**src/rtl/iohold_pkg.sv**
```systemverilog
package iohold_pkg;

  typedef enum logic [1:0] {
    ACC_IDLE  = 2'd0,
    ACC_READ  = 2'd1,
    ACC_WRITE = 2'd2
  } acc_kind_e;

  // Grant rule for one bit: security first, then the privilege control
  // belonging to that bit's security class.
  function automatic logic bit_grant(
    input logic bit_is_sec,
    input logic acc_sec,
    input logic acc_priv,
    input logic sec_po,
    input logic ns_po
  );
    logic g;
    if (bit_is_sec) g = acc_sec & (~sec_po | acc_priv);
    else            g = ~ns_po | acc_priv;
    return g;
  endfunction

endpackage

```
**src/rtl/iohold_rst_sync.sv**
```systemverilog
module iohold_rst_sync (
  input  logic clk,
  input  logic rst_n,
  output logic rst_n_sync
);
  logic [1:0] sync_q;
  logic [1:0] sync_nxt;

  always_comb begin
    sync_nxt = {sync_q[0], 1'b1};
  end

  always_ff @(posedge clk or negedge rst_n) begin
    if (!rst_n) sync_q <= 2'b00;
    else        sync_q <= sync_nxt;
  end

  assign rst_n_sync = sync_q[1];
endmodule

```
**src/rtl/iohold_acc_decode.sv**
```systemverilog
module iohold_acc_decode
  import iohold_pkg::*;
#(
  parameter int AW       = 4,
  parameter int REG_ADDR = 0
) (
  input  logic          bus_req,
  input  logic          bus_we,
  input  logic [AW-1:0] bus_addr,
  output acc_kind_e     acc_kind,
  output logic          addr_hit
);
  localparam logic [AW-1:0] HIT_ADDR = AW'(REG_ADDR);

  always_comb begin
    addr_hit = (bus_addr == HIT_ADDR);
    acc_kind = ACC_IDLE;
    if (bus_req) acc_kind = bus_we ? ACC_WRITE : ACC_READ;
  end
endmodule

```
**src/rtl/iohold_perm_mask.sv**
```systemverilog
module iohold_perm_mask
  import iohold_pkg::*;
#(
  parameter int N = 16
) (
  input  logic [N-1:0] pin_sec,
  input  logic         acc_sec,
  input  logic         acc_priv,
  input  logic         sec_po,
  input  logic         ns_po,
  output logic [N-1:0] allow
);
  for (genvar g = 0; g < N; g++) begin : g_bit
    assign allow[g] = bit_grant(pin_sec[g], acc_sec, acc_priv, sec_po, ns_po);
  end
endmodule

```
**src/rtl/iohold_stat_bit.sv**
```systemverilog
module iohold_stat_bit (
  input  logic clk,
  input  logic rst_n,
  input  logic set_ev,
  input  logic clr_ev,
  output logic q
);
  logic q_nxt;
  logic q_en;

  // Set dominates a simultaneous clear.
  always_comb begin
    q_en  = set_ev | clr_ev;
    q_nxt = set_ev;
  end

  always_ff @(posedge clk or negedge rst_n) begin
    if (!rst_n)    q <= 1'b0;
    else if (q_en) q <= q_nxt;
  end
endmodule

```
**src/rtl/iohold_rd_port.sv**
```systemverilog
module iohold_rd_port #(
  parameter int N = 16
) (
  input  logic         clk,
  input  logic         rst_n,
  input  logic         rd_en,
  input  logic         addr_hit,
  input  logic [N-1:0] stat,
  input  logic [N-1:0] allow,
  output logic [N-1:0] rdata
);
  logic [N-1:0] rdata_nxt;

  always_comb begin
    rdata_nxt = addr_hit ? (stat & allow) : '0;
  end

  always_ff @(posedge clk or negedge rst_n) begin
    if (!rst_n)     rdata <= '0;
    else if (rd_en) rdata <= rdata_nxt;
  end
endmodule

```
**src/rtl/iohold_stat_reg.sv**
```systemverilog
module iohold_stat_reg
  import iohold_pkg::*;
#(
  parameter int N        = 16,
  parameter int AW       = 4,
  parameter int REG_ADDR = 0
) (
  input  logic          clk,
  input  logic          rst_n,
  input  logic          bus_req,
  input  logic          bus_we,
  input  logic [AW-1:0] bus_addr,
  input  logic [N-1:0]  bus_wdata,
  input  logic          bus_secure,
  input  logic          bus_priv,
  output logic [N-1:0]  bus_rdata,
  input  logic [N-1:0]  pin_sec,
  input  logic          sec_priv_only,
  input  logic          ns_priv_only,
  input  logic [N-1:0]  hold_en,
  input  logic          standby_pulse,
  output logic [N-1:0]  hold_status
);
  logic         rst_n_int;
  acc_kind_e    acc_kind;
  logic         addr_hit;
  logic         wr_take;
  logic         rd_take;
  logic [N-1:0] allow;
  logic [N-1:0] set_vec;
  logic [N-1:0] clr_vec;

  iohold_rst_sync u_rst (
    .clk        (clk),
    .rst_n      (rst_n),
    .rst_n_sync (rst_n_int)
  );

  iohold_acc_decode #(.AW(AW), .REG_ADDR(REG_ADDR)) u_dec (
    .bus_req  (bus_req),
    .bus_we   (bus_we),
    .bus_addr (bus_addr),
    .acc_kind (acc_kind),
    .addr_hit (addr_hit)
  );

  iohold_perm_mask #(.N(N)) u_perm (
    .pin_sec  (pin_sec),
    .acc_sec  (bus_secure),
    .acc_priv (bus_priv),
    .sec_po   (sec_priv_only),
    .ns_po    (ns_priv_only),
    .allow    (allow)
  );

  always_comb begin
    wr_take = (acc_kind == ACC_WRITE) && addr_hit;
    rd_take = (acc_kind == ACC_READ);
  end

  for (genvar g = 0; g < N; g++) begin : g_cell
    assign set_vec[g] = standby_pulse & hold_en[g];
    assign clr_vec[g] = wr_take & allow[g] & ~bus_wdata[g];

    iohold_stat_bit u_bit (
      .clk    (clk),
      .rst_n  (rst_n_int),
      .set_ev (set_vec[g]),
      .clr_ev (clr_vec[g]),
      .q      (hold_status[g])
    );
  end

  iohold_rd_port #(.N(N)) u_rd (
    .clk      (clk),
    .rst_n    (rst_n_int),
    .rd_en    (rd_take),
    .addr_hit (addr_hit),
    .stat     (hold_status),
    .allow    (allow),
    .rdata    (bus_rdata)
  );
endmodule

```
**config.mk**
```make
export PLATFORM = sky130hd
export DESIGN_NAME = iohold_stat_reg
export DESIGN_NICKNAME = d
export VERILOG_FILES = /design/src/rtl/iohold_pkg.sv /design/src/rtl/iohold_rst_sync.sv /design/src/rtl/iohold_acc_decode.sv /design/src/rtl/iohold_perm_mask.sv /design/src/rtl/iohold_stat_bit.sv /design/src/rtl/iohold_rd_port.sv /design/src/rtl/iohold_stat_reg.sv
export SDC_FILE = /design/constraint.sdc
export NUM_CORES = 1
export LEC_CHECK = 0
export ABC_AREA = 1
export BUFFER_PORTS_ARGS = -buffer_cell sky130_fd_sc_hd__buf_2
export CORE_ASPECT_RATIO = 1.5
export CORE_MARGIN = 1.5
export CORE_UTILIZATION = 43
export DETAILED_ROUTE_END_ITERATION = 8
export GPL_ROUTABILITY_DRIVEN = 1
export PLACE_DENSITY = 0.74
export SLEW_MARGIN = 20
export SYNTH_ARGS = -nofsm -noshare
export SYNTH_HDL_FRONTEND = slang
export SYNTH_HIERARCHICAL = 1
export SYNTH_SLANG_ARGS = --single-unit
```
**constraint.sdc**
```tcl
create_clock -name clk -period 0.9 [get_ports clk]
set_input_delay 0.045 -clock clk [delete_from_list [all_inputs] [get_ports clk]]
set_output_delay 0.045 -clock clk [all_outputs]
set_load 0.005 [all_outputs]
```
# Word level (Yosys, flattened, before mapping)
# Cells that the tools add are included.
# classes
eq_ne	2
muxes	19
n_bitwise	86
reduce_logical	2
# ops
cell	count
bitwise AND 1 bit	49
inverter 1 bit	18
OR 1 bit	18
bitwise AND 16 bit	1
2-to-1 mux 1 bit	16
2-to-1 mux 16 bit	1
logical NOT 4 bit	1
2-to-1 mux 2 bit	2
== test 2 x 1 -> 1 bit (second input constant)	1
== test 2 bit (second input constant)	1
logical AND 1 bit	1
# word_totals
regBits	34
input_bits	61
output_inout_bits	32
word_cells	127

# Logic depth before layout (Yosys ltp)
# depth
word_depth	7
ltp_mapped	10
ltp_nobuf	9

# By module
# The synthesis kept the hierarchy.
# by_module_without_submodules
mod	n_inst	cells_each	area_per_inst_um2
iohold_rd_port	1	68	664.4
iohold_stat_bit	16	5	40.0
iohold_stat_reg	1	86	379.1
iohold_perm_mask	1	71	345.3
iohold_rst_sync	1	3	53.8
iohold_acc_decode	1	11	41.3

# Worst setup path after synthesis
# OpenSTA, ideal clock, no wires.
# synth_timing
path_kind	in2reg
startpoint	input port bus_addr[0]
endpoint	register g_cell[1].u_bit.q
setup_ns	0.117
arrival_time_ns	0.822
t_required_ns	0.783
setup_slack_ns	-0.038
cell_stages	9
path_buffers	1
cell_sequence	inv_1 > nand2_1 > nor2_1 > nand3_4 > buf_6 > nor2_2 > inv_1 > nand2_1 > nand2_1
# synth_between
elab_chain_len	5
# synth_rtl
element	line_no	text
from (decl)	iohold_stat_reg.sv:12	input logic [AW-1:0] bus_addr,
logical NOT 4 bit	iohold_acc_decode.sv:16	addr_hit = (bus_addr == HIT_ADDR);
net addr_hit	iohold_stat_reg.sv:26	logic addr_hit;
logical AND 1 bit	iohold_stat_reg.sv:57	wr_take = (acc_kind == ACC_WRITE) && addr_hit;
bitwise AND 1 bit (2 in series)	iohold_stat_reg.sv:63	assign clr_vec[g] = wr_take & allow[g] & ~bus_wdata[g];
net clr_vec[1]	iohold_stat_reg.sv:31	logic [N-1:0] clr_vec;
OR 1 bit	iohold_stat_bit.sv:13	q_en = set_ev | clr_ev;
to (signal assigned)	iohold_stat_bit.sv:19	else if (q_en) q <= q_nxt;
to (decl)	iohold_stat_bit.sv:6	output logic q
# The timed path passes the listed nets, and every way through them passes these cells.
# A chain may end at the register's enable or synchronous reset.

# Worst setup path after layout
# layout_timing
startpoint	register g_cell[9].u_bit.q
endpoint	output port hold_status[9]
# layout_rtl
element	line_no	text
from (decl)	iohold_stat_bit.sv:6	
from (signal assigned)	iohold_stat_bit.sv:19	
to (decl)	iohold_stat_reg.sv:22	output logic [N-1:0] hold_status
# No word-level cell between the ends.

==> results_dict.tcl <==
set metrics [dict create \
    clock_sinks 34 \
    cp-start-kind "register" \
    numPortBuffers 92 \
    chipHeight_um 89.1 \
    fin_area_mm2 0.00293 \
    vias_per_cell 4.24 \
    final_layout_size_suffix_gt1_share_pct 34.7 \
    grt_setup_unrepaired "false" \
    synthToLayoutAreaGrowth_pct 37.8 \
    critPathBufInv 1 \
    period_minus_slack_ns 0.874 \
    fmax_mhz 1140 \
    slowest_stage "dfrtp_1" \
    powerDensity_mw_per_mm2 1350 \
    wl_per_cell_um 10.8 \
    yosys.cell_types.count 20 \
    clk_pin_slew_ns 0.08 \
    clockBufferDepth 2 \
    rrSetupSlack_ns 0.13 \
    drt_iter0_drc 124 \
    p_leak_nw 1.83 \
    hpwl_um 3890 \
    routed_wl_um 5340 \
    final_antenna_net_count 0 \
    cts_buffers 5 \
    cts_root_buf "clkbuf_8" \
    syn_avg_cell_area_um2 6.66 \
    synth_nets 380 \
    synth-seq-cells 34 \
    worstSetupPathType "reg -> out" \
    hold_viol_final 0 \
    hp-class "in -> reg" \
    start_util_pct 44.2 \
    setup_viol 0 \
    nets 490 \
    diodes 0 \
    placeableCoreArea_mm2 0.00481 \
    path_max_fanout 3 \
    slowest_delay_ns 0.41 \
    fin_crit_sh_pct 97.2 \
    synth_top_area_share_pct 40.0 \
    globalRouteOverflowTotal 0 \
    gp_congestion 0.795 \
    worstPathArrival_ns 0.83 \
    status "completed" \
    clock_skew_ns 0.00671 \
    synth_area_leaders "dfrtp_1 (40%), nand2_1 (23%), inv_1 (15%), o21ai_2 (4.1%), nand3_1 (3.3%)" \
    seq_area_frac_synth_pct 40.0 \
    antenna_found_initial 0 \
    netlist_area_mm2 0.00212 \
    cts_tree "built" \
    drc 0 \
    crit_required_ns 0.85 \
    die_w_um 60.4 \
    io_pins 93 \
    grt_pass1_vias 1886 \
    synthCells 319 \
    grt.total_usage_pct 21.0 \
    ir_drop_v 0.000977 \
    synth_top_cell_by_area "dfrtp_1" \
    finalMaxSlewViolations 0 \
    critical_path.top_delay_family "flip-flops" \
    num_rows 31 \
    cp-end-kind "output port" \
    crit_chain "buf_2" \
    dpl-instance-area_mm2 0.00273 \
    grt_start_max_net_pins 25 \
    grt_pass1_wl_um 8230 \
    cts_htree_levels 2 \
    drv_cap 0 \
    dr_total_vias 2102 \
    worstSkewPairLatency_ns 0.29 \
    first_pass_iters 4 \
    ys_warn_count 6 \
    fp.dieArea_mm2 0.00538 \
    total_power_mw 3.96 \
]
[final timing paths]
path | start | to | cells after the start
worst max-delay path | g_cell[9].u_bit/q | hold_status[9] | 1
worst min-delay path | hold_en[13] | g_cell[13].u_bit/q | 5
worst max register to register | g_cell[0].u_bit/q | u_rd/rdata[0] | 3
worst min register to register | u_rst/sync_q[1] | u_rd/rdata[2] | 0
max in group asynchronous | u_rst/sync_q[1] | g_cell[12].u_bit/q | 1
min in group asynchronous | rst_n | u_rst/sync_q[1] | 2
[kinds of logic after synthesis]
group	count (synthesis)	synth area share [%]
buf+inv	98	19.9
compound gates	16	5.54
simple gates	170	34.3
other cells	1	0.177
flops	34	40.0
[metal layers]
metal / up-vias / track usage, % / wire, µm
li1: 1114 / - / -
met1: 933 / 23.1 / 2160
met2: 50 / 39.3 / 2920
met3: 5 / 3.62 / 183
met4: 0 / 7.07 / 72
met5: - / 0 / 0
[per-stage QoR]
step	hold slack (ns)	utilization, %	setup slack [ns]	instances	setup TNS, ns
finish	0.0200	60.9	0.0256	496	0
global route	0.0363	60.9	0.000122	496	0
CTS	0.0187	59.9	0.00439	490	0
detailed placement	-0.167	56.8	-0.160	481	-3.77
global placement	-0.167	56.8	-0.115	481	-3.11
floorplan	-0.251	-	0.0202	319	0
[layout make-up]
class / count / area [µm²]
inverter: 89 / 334
sequential: 34 / 852
fill: 482 / 1880
tap: 66 / 82.6
clock buffer: 6 / 82.6
clock inverter: 2 / 60.1
timing repair buffer: 112 / 663
multi-input combinational: 187 / 853
[state kept, by name, indices dropped and copies added (netlist names)]
signal,cells
u_rd/rdata,16
g_cell.u_bit/q,16
u_rst/sync_q,2
[cells in the final DEF (no fill, tap or decap), types with 2 or more instances in the layout]
cell type	instances
buf_12	4
buf_2	92
buf_4	15
bufinv_16	2
clkbuf_8	6
dfrtp_1	33
inv_1	87
inv_2	2
nand2_1	131
nand2_4	2
nand3_1	14
nand3_2	2
nor2_1	8
nor2_2	10
o21ai_0	6
o21ai_2	10
[synth_stat cells]
cell type	number
nand2_1	131
inv_1	87
dfrtp_1	34
nand3_1	14
o21ai_2	10
nor2_1	9
nor2_2	9
o21ai_0	6
buf_6	3
buf_4	2
buf_8	2
inv_2	2
nand2_4	2
nand3_2	2
buf_2	1
clkbuf_2	1
conb_1	1
nand2_2	1
nand3_4	1
nor2_4	1
[where the power goes]
| part | total, mW | switching [mW] | internal (mW) |
|---|---|---|---|
| logic | 0.619 | 0.337 | 0.282 |
| registers | 1.59 | 0.0281 | 1.56 |
| clock network | 1.75 | 0.568 | 1.18 |
[repair_timing]
action                                  4_1_cts  5_1_grt
endpoints found under the setup margin        0        6
buffers inserted                              0        6
resized for setup                             0        0
endpoints found under the hold margin         2        0
hold buffers                                  1        0
No activity file was read; power rests on OpenSTA's default activity.
